File: config.mk
export PLATFORM = sky130hd
export DESIGN_NAME = watchdog_core
export DESIGN_NICKNAME = d
export VERILOG_FILES = /design/src/rtl/watchdog_pkg.sv /design/src/rtl/watchdog_count.sv /design/src/rtl/watchdog_expiry.sv /design/src/rtl/watchdog_regs.sv /design/src/rtl/watchdog_core.sv
export SDC_FILE = /design/constraint.sdc
export NUM_CORES = 1
export LEC_CHECK = 0
export ABC_AREA = 1
export ABC_CLOCK_PERIOD_IN_PS = 4200
export BUFFER_PORTS_ARGS = -buffer_cell sky130_fd_sc_hd__buf_4
export CAP_MARGIN = 15
export CORE_AREA = 4 4 123 125
export CTS_BUF_LIST = sky130_fd_sc_hd__clkbuf_4 sky130_fd_sc_hd__clkbuf_8
export DETAILED_ROUTE_END_ITERATION = 7
export DIE_AREA = 0 0 127 129
export GPL_TIMING_DRIVEN = 0
export PLACE_DENSITY = 0.73
export REMOVE_ABC_BUFFERS = 1
export SYNTH_ARGS = -nofsm -noshare
export SYNTH_HDL_FRONTEND = slang
export SYNTH_HIERARCHICAL = 1
export SYNTH_SLANG_ARGS = --single-unit
File: constraint.sdc
create_clock -name clk_i -period 4.2 [get_ports clk_i]
set_clock_uncertainty 0.1 [all_clocks]
set_input_delay 0 -clock clk_i [delete_from_list [all_inputs] [get_ports clk_i]]
set_output_delay 0 -clock clk_i [all_outputs]
set_load 0.01 [all_outputs]
File: src/rtl/watchdog_pkg.sv
package watchdog_pkg;
   // word indices (byte offset / 4)
   localparam int unsigned IDX_COUNT    = 0;
   localparam int unsigned IDX_RELOAD   = 1;
   localparam int unsigned IDX_KICK     = 2;
   localparam int unsigned IDX_CTRL     = 3;
   localparam int unsigned IDX_STATUS   = 4;
   localparam int unsigned IDX_STAT_CLR = 5;
   localparam int unsigned IDX_PULSELEN = 6;
   localparam int unsigned IDX_VERSION  = 7;

   // control field positions
   localparam int unsigned CTL_EN      = 0;
   localparam int unsigned CTL_RST_EN  = 1;
   localparam int unsigned CTL_IRQ_EN  = 2;
   localparam int unsigned CTL_EXT_EN  = 3;
   localparam int unsigned CTL_CLK_SEL = 4;
   localparam int unsigned CTL_BITS    = 5;

   // status field position
   localparam int unsigned STAT_EXPIRED = 1;
endpackage

File: src/rtl/watchdog_count.sv
module watchdog_count #(
   parameter int unsigned CNT_W = 32
) (
   input  logic             clk_i,
   input  logic             rst_ni,
   input  logic             run_i,
   input  logic             load_i,
   input  logic [CNT_W-1:0] reload_i,
   input  logic             tick_i,
   output logic [CNT_W-1:0] cnt_o,
   output logic             expire_o
);
   localparam logic [CNT_W-1:0] ONE  = CNT_W'(1);
   localparam logic [CNT_W-1:0] ZERO = '0;

   logic [CNT_W-1:0] cnt_q;
   logic [CNT_W-1:0] cnt_d;
   logic [CNT_W-1:0] load_val;
   logic             can_dec;

   // a zero reload still gives one tick
   assign load_val = (reload_i == ZERO) ? ONE : reload_i;
   assign can_dec  = run_i && !load_i && tick_i && (cnt_q != ZERO);
   assign expire_o = can_dec && (cnt_q == ONE);

   always_comb begin
      cnt_d = cnt_q;
      if (load_i)       cnt_d = load_val;
      else if (can_dec) cnt_d = cnt_q - ONE;
   end

   always_ff @(posedge clk_i or negedge rst_ni) begin
      if (!rst_ni) cnt_q <= ZERO;
      else         cnt_q <= cnt_d;
   end

   assign cnt_o = cnt_q;

   // no tick, no movement
   a_r3_tick_hold: assert property (@(posedge clk_i) disable iff (!rst_ni)
      (run_i && !load_i && !tick_i) |=> $stable(cnt_q));
   // expired counter stays at zero
   a_r8_hold_zero: assert property (@(posedge clk_i) disable iff (!rst_ni)
      (run_i && !load_i && cnt_q == ZERO) |=> (cnt_q == ZERO));
   // a load never yields zero
   a_r7_load_nonzero: assert property (@(posedge clk_i) disable iff (!rst_ni)
      load_i |=> (cnt_q != ZERO));
endmodule

File: src/rtl/watchdog_expiry.sv
module watchdog_expiry (
   input  logic clk_i,
   input  logic rst_ni,
   input  logic expire_i,
   input  logic clr_i,
   input  logic rst_en_i,
   input  logic irq_en_i,
   output logic flag_o,
   output logic irq_o,
   output logic rst_req_o
);
   logic flag_q;
   logic req_q;

   // expiry wins over a same-cycle clear
   always_ff @(posedge clk_i or negedge rst_ni) begin
      if (!rst_ni) begin
         flag_q <= 1'b0;
         req_q  <= 1'b0;
      end else begin
         if (expire_i)   flag_q <= 1'b1;
         else if (clr_i) flag_q <= 1'b0;
         req_q <= expire_i && rst_en_i;
      end
   end

   assign flag_o    = flag_q;
   assign irq_o     = flag_q && irq_en_i;
   assign rst_req_o = req_q;

   // expiry always latches the flag
   a_r8_flag_set: assert property (@(posedge clk_i) disable iff (!rst_ni)
      expire_i |=> flag_q);
   // request never longer than one cycle
   a_r10_single_pulse: assert property (@(posedge clk_i) disable iff (!rst_ni)
      req_q |=> !req_q);
endmodule

File: src/rtl/watchdog_regs.sv
module watchdog_regs
   import watchdog_pkg::*;
#(
   parameter int unsigned DATA_W      = 32,
   parameter int unsigned ADDR_W      = 6,
   parameter logic [DATA_W-1:0] RELOAD_INIT = 32'h03EF_1480,
   parameter logic [DATA_W-1:0] KEY         = 32'h0000_5AB9,
   parameter logic [DATA_W-1:0] VERSION     = 32'h0001_0601
) (
   input  logic              clk_i,
   input  logic              rst_ni,
   input  logic [ADDR_W-1:0] addr_i,
   input  logic              we_i,
   input  logic [DATA_W-1:0] wdata_i,
   input  logic [DATA_W-1:0] cnt_i,
   input  logic              flag_i,
   output logic [DATA_W-1:0] rdata_o,
   output logic [DATA_W-1:0] reload_o,
   output logic              run_o,
   output logic              rst_en_o,
   output logic              irq_en_o,
   output logic              load_o,
   output logic              clr_o
);
   localparam int unsigned IDX_W = ADDR_W - 2;
   localparam logic [IDX_W-1:0] I_COUNT    = IDX_W'(IDX_COUNT);
   localparam logic [IDX_W-1:0] I_RELOAD   = IDX_W'(IDX_RELOAD);
   localparam logic [IDX_W-1:0] I_KICK     = IDX_W'(IDX_KICK);
   localparam logic [IDX_W-1:0] I_CTRL     = IDX_W'(IDX_CTRL);
   localparam logic [IDX_W-1:0] I_STATUS   = IDX_W'(IDX_STATUS);
   localparam logic [IDX_W-1:0] I_STAT_CLR = IDX_W'(IDX_STAT_CLR);
   localparam logic [IDX_W-1:0] I_PULSELEN = IDX_W'(IDX_PULSELEN);
   localparam logic [IDX_W-1:0] I_VERSION  = IDX_W'(IDX_VERSION);

   logic [IDX_W-1:0]    idx;
   logic                aligned;
   logic                wr_reload, wr_kick, wr_ctrl, wr_clr, wr_plen;
   logic [DATA_W-1:0]   reload_q;
   logic [DATA_W-1:0]   plen_q;
   logic [CTL_BITS-1:0] ctrl_q;
   logic [DATA_W-1:0]   cnt_view;
   logic [DATA_W-1:0]   ctrl_word;
   logic [DATA_W-1:0]   stat_word;

   assign idx     = addr_i[ADDR_W-1:2];
   assign aligned = (addr_i[1:0] == 2'b00);

   assign wr_reload = we_i && aligned && (idx == I_RELOAD);
   assign wr_kick   = we_i && aligned && (idx == I_KICK);
   assign wr_ctrl   = we_i && aligned && (idx == I_CTRL);
   assign wr_clr    = we_i && aligned && (idx == I_STAT_CLR);
   assign wr_plen   = we_i && aligned && (idx == I_PULSELEN);

   always_ff @(posedge clk_i or negedge rst_ni) begin
      if (!rst_ni) begin
         reload_q <= RELOAD_INIT;
         plen_q   <= '0;
      end else begin
         if (wr_reload) reload_q <= wdata_i;
         if (wr_plen)   plen_q   <= wdata_i;
      end
   end

   // one flop per control field
   for (genvar b = 0; b < CTL_BITS; b++) begin : g_ctl
      always_ff @(posedge clk_i or negedge rst_ni) begin
         if (!rst_ni)      ctrl_q[b] <= 1'b0;
         else if (wr_ctrl) ctrl_q[b] <= wdata_i[b];
      end
   end

   // load on enable edge or on a valid key while running
   assign load_o = (wr_ctrl && wdata_i[CTL_EN] && !ctrl_q[CTL_EN]) ||
                   (wr_kick && ctrl_q[CTL_EN] && (wdata_i == KEY));
   assign clr_o    = wr_clr && wdata_i[STAT_EXPIRED];
   assign run_o    = ctrl_q[CTL_EN];
   assign rst_en_o = ctrl_q[CTL_RST_EN];
   assign irq_en_o = ctrl_q[CTL_IRQ_EN];
   assign reload_o = reload_q;

   assign cnt_view  = !ctrl_q[CTL_EN] ? reload_q :
                      ((cnt_i < reload_q) ? cnt_i : reload_q);
   assign ctrl_word = {{(DATA_W-CTL_BITS){1'b0}}, ctrl_q};
   assign stat_word = DATA_W'(flag_i) << STAT_EXPIRED;

   always_comb begin
      rdata_o = '0;
      if (aligned) begin
         case (idx)
            I_COUNT:    rdata_o = cnt_view;
            I_RELOAD:   rdata_o = reload_q;
            I_CTRL:     rdata_o = ctrl_word;
            I_STATUS:   rdata_o = stat_word;
            I_PULSELEN: rdata_o = plen_q;
            I_VERSION:  rdata_o = VERSION;
            default:    rdata_o = '0;
         endcase
      end
   end

   // counter view bounded by reload
   a_r6_view_bounded: assert property (@(posedge clk_i) disable iff (!rst_ni)
      cnt_view <= reload_q);
endmodule

File: src/rtl/watchdog_core.sv
module watchdog_core #(
   parameter int unsigned DATA_W      = 32,
   parameter int unsigned ADDR_W      = 6,
   parameter logic [DATA_W-1:0] RELOAD_INIT = 32'h03EF_1480,
   parameter logic [DATA_W-1:0] KEY         = 32'h0000_5AB9,
   parameter logic [DATA_W-1:0] VERSION     = 32'h0001_0601
) (
   input  logic              clk_i,
   input  logic              rst_ni,
   input  logic              tick_i,
   input  logic [ADDR_W-1:0] bus_addr_i,
   input  logic              bus_we_i,
   input  logic [DATA_W-1:0] bus_wdata_i,
   output logic [DATA_W-1:0] bus_rdata_o,
   output logic              irq_o,
   output logic              sys_rst_req_o
);
   if (DATA_W < 16) begin : g_bad_width
      $error("watchdog_core: DATA_W must hold the 16-bit key");
   end
   if (ADDR_W < 5) begin : g_bad_addr
      $error("watchdog_core: ADDR_W must cover eight word registers");
   end

   logic [DATA_W-1:0] reload;
   logic [DATA_W-1:0] cnt;
   logic run, rst_en, irq_en, load, clr, expire, flag;

   watchdog_regs #(
      .DATA_W(DATA_W), .ADDR_W(ADDR_W), .RELOAD_INIT(RELOAD_INIT),
      .KEY(KEY), .VERSION(VERSION)
   ) u_regs (
      .clk_i(clk_i), .rst_ni(rst_ni), .addr_i(bus_addr_i), .we_i(bus_we_i),
      .wdata_i(bus_wdata_i), .cnt_i(cnt), .flag_i(flag), .rdata_o(bus_rdata_o),
      .reload_o(reload), .run_o(run), .rst_en_o(rst_en), .irq_en_o(irq_en),
      .load_o(load), .clr_o(clr)
   );

   watchdog_count #(.CNT_W(DATA_W)) u_count (
      .clk_i(clk_i), .rst_ni(rst_ni), .run_i(run), .load_i(load),
      .reload_i(reload), .tick_i(tick_i), .cnt_o(cnt), .expire_o(expire)
   );

   watchdog_expiry u_expiry (
      .clk_i(clk_i), .rst_ni(rst_ni), .expire_i(expire), .clr_i(clr),
      .rst_en_i(rst_en), .irq_en_i(irq_en), .flag_o(flag), .irq_o(irq_o),
      .rst_req_o(sys_rst_req_o)
   );

   // a request comes only with a fresh expiry flag
   a_r10_req_with_flag: assert property (@(posedge clk_i) disable iff (!rst_ni)
      sys_rst_req_o |-> flag);
   // interrupt never without the flag
   a_r9_irq_needs_flag: assert property (@(posedge clk_i) disable iff (!rst_ni)
      irq_o |-> flag);
endmodule

==> impl_metrics.toml <==
[clock_tree]
cts_root_buf = "clkbuf_8"
htreeDepth = 3
clkTransAtPathRegs_ps = 100
cts_tree = "done"
clk_latency_ps = 390
cts.sinks = 103
cts_made_buffers = 9
postCtsSetupRepairBufs = 0
clockBufferDepth = 2

[placement]
dp_slack_ps = -116.4
gp_congestion = 0.9441
portBuffers = 75
post-dp-hpwl_um = 15210

[pwr]
irDropWorstVdd_mv = 0.2732
leakage_nw = 4.397
powerDensity_nw_per_um2 = 536.0

[floorplan]
core_um2 = 13880
start_util = 0.5410
rows = 43
die_y_um = 129
die_w_um = 127
boundaryPins = 76
dieArea_um2 = 16380

[logic_synthesis]
async_flop_share = 1.000
syn_area_per_cell_um2 = 6.485
ys_ff_latch = 103
synth_area_leaders = "dfrtp_1 30%, nand2_1 16%, inv_1 9.9%"
synth_most_common_cell = "nand2_1"
yosys.area.top_type_share = 0.3032
synthCells = 1158
yosysSeqAreaShare = 0.3452
netlist_area_um2 = 7510
synthTopCellsByCount = "314 x nand2_1, 198 x inv_1, 125 x o21ai_0"
synth_area_leader_cell = "dfrtp_1"
synthFlopType = "dfrtp_1"
yosysWarnings = 6
synth_edf_count = 0
ys_types = 38

[grt]
grt-ovfl-total = 0
grt_first_pass_wirelength_um = 35760
grt_max_degree = 59
grt_pass1_vias = 7090
antenna_found_initial = 0
grt_util_all_layers = 0.2694

[timing]
setup_ws_ps = 176.7
slew_violations = 0
tns_ps = 0
period_minus_slack_ps = 4023
final-hold-violation-count = 0
maxSlewHeadroom = 0.2567
max_slew.worst_pin.slew_ps = 1115
rsz0062_at_grt = "no"
fmax_mhz = 248.6
finalSetupViolCount = 0
finalCritPeriodShare = 0.9579

[critical_path]
max_stage_delay_ps = 790
ff2ff_setup_slack_ps = 390
path_cells = "dlygate4sd3_1 > buf_4 > inv_1 > nor4_1 > nand4_1 > o32ai_4 > clkinvlp_4 > nand3_1 > inv_1 > o21ai_4 > nand2_8 > clkinv_2 > nand2_1 > nand2_1"
critPathArrivalTime_ps = 4250
critical_path_class = "input port to flop"
cp.required_ps = 4430
crit_family = "buffers and inverters"
worst-path-buf-inv = 6
cp-start-kind = "input port"
critPathCaptureType = "flop"
critPathMaxFanout = 34
slowest_stage = "o32ai_4"

[drt]
num_vias = 7845
antenna_left = 0
first_pass_iters = 5
drc_errors = 0
dr.first_iter.drc_count = 769
vias_per_cell = 5.471
routed_wl_um = 22450
wl_per_cell_um = 15.66

[layout]
num-nets-final = 1324
num_antenna_cells = 0
area.growth.synth_to_final_pct = 19.03
drive_above_1_share = 0.1156

[run]
max-cap-violations = 0

[run_status]
status = "finished, final reports clean"

[hold_path]
hold_path.class = "input port to flop"
[cell usage in the layout (no fill, tap or decap), types with 2 or more instances in the layout]
cell           synthesis  final
nand2_2                4      6
nand3_1              115    115
buf_16                 0      5
inv_1                198    197
ha_1                  33     33
buf_6                  4      2
o21ai_1               13     13
a21oi_1               46     46
nor4_1                 8      8
buf_4                  1     75
buf_8                  0      2
nor2_2                 4      4
dfstp_2               12     12
clkbuf_8               0     11
nor2_4                 4      4
nand3b_1               2      2
nor2_1                96     96
dfrtp_1               91     91
nor3_1                 4      3
nand2_1              314    312
a221oi_1               8      8
dlygate4sd3_1          0     38
nand4_1               15     15
clkinv_2               1      2
o21ai_0              125    125
or2_2                  6      6
[worst min-delay path: cells and delay by family]
family / cells / cell delay (ps)
simple gates: 4 / 300
buf+inv: 2 / 230
[power by group]
| part | total (W) | internal [W] | switching, W |
|---|---|---|---|
| logic | 0.00261 | 0.000894 | 0.00172 |
| clock network | 0.000669 | 0.000317 | 0.000352 |
| registers | 0.00151 | 0.00121 | 0.000302 |
[final cells by class]
type,count,area [um2]
timing repair buffer,122,1134
fill,1295,4942
clock buffer,12,158.9
clock inverter,4,52.55
sequential,103,2592
inverter,201,759.5
multi-input combinational,811,4011
tap,180,225.2
timing repair inverter,1,5.005
[through the flow]
stage | area [um2] | hold slack [ps] | total power [W] | utilization | std cells
floorplan | 7289 | -395.6 | 0.003287 | - | 1113
global placement | 8078 | 155.8 | 0.003897 | 0.5819 | 1368
detailed placement | 8249 | 34.57 | 0.003982 | 0.5943 | 1375
CTS | 8841 | 45.64 | 0.004695 | 0.6369 | 1429
global route | 8939 | 86.19 | 0.005253 | 0.6440 | 1434
finish | 8939 | 75.04 | 0.004791 | 0.6440 | 1434
[flip-flops by register name (all words and copies together), names as in the netlist]
name                flops
u_count/cnt_o          32
u_regs/plen_q          32
u_regs/reload_o        32
u_regs/ctrl_q           2
u_expiry/flag_o         1
u_expiry/rst_req_o      1
u_regs/irq_en_o         1
u_regs/rst_en_o         1
u_regs/run_o            1
[logic make-up (layout without fill, tap and decap cells)]
group                    after synthesis  in the layout  share of synthesized area
AO/OA/AOI/OAI                        200            202                     0.1418
buffers and inverters                246            340                     0.1300
XOR/XNOR                               1              1                   0.001166
AND/OR/NAND/NOR                      575            575                     0.3269
flip-flops                           103            103                     0.3452
adder cells (fa/ha/maj)               33             33                    0.05498
[routing by layer]
layer	vias to the layer above	share of wire	GRT usage	routed length, um
li1	3881	-	-	-
met1	3625	0.45	0.3882	10130
met2	309	0.46	0.4300	10220
met3	30	0.078	0.05147	1743
met4	0	0.016	0.04795	359
met5	-	0	0	0
[timing repair]
action,4_1_cts,5_1_grt
setup endpoints to repair,0,63
hold buffers,38,0
hold endpoints to repair,122,0
resized for setup,0,2
[worst paths after layout]
| path | from | endpoint | cells after the start |
|---|---|---|---|
| setup / recovery | bus_wdata_i[11] | u_count/cnt_o[7]$_DFFE_PN0P_ | 14 |
| hold / removal | tick_i | u_count/cnt_o[16]$_DFFE_PN0P_ | 6 |
| setup reg to reg | u_regs/run_o$_DFFE_PN0P_ | u_count/cnt_o[7]$_DFFE_PN0P_ | 10 |
| hold reg to reg | u_regs/plen_q[7]$_DFFE_PN0P_ | u_regs/plen_q[7]$_DFFE_PN0P_ | 2 |
| max in group asynchronous | rst_ni | u_regs/reload_o[23]$_DFFE_PN1P_ | 3 |
| min in group asynchronous | rst_ni | u_regs/plen_q[14]$_DFFE_PN0P_ | 2 |
No activity file was read; power rests on OpenSTA's default activity.
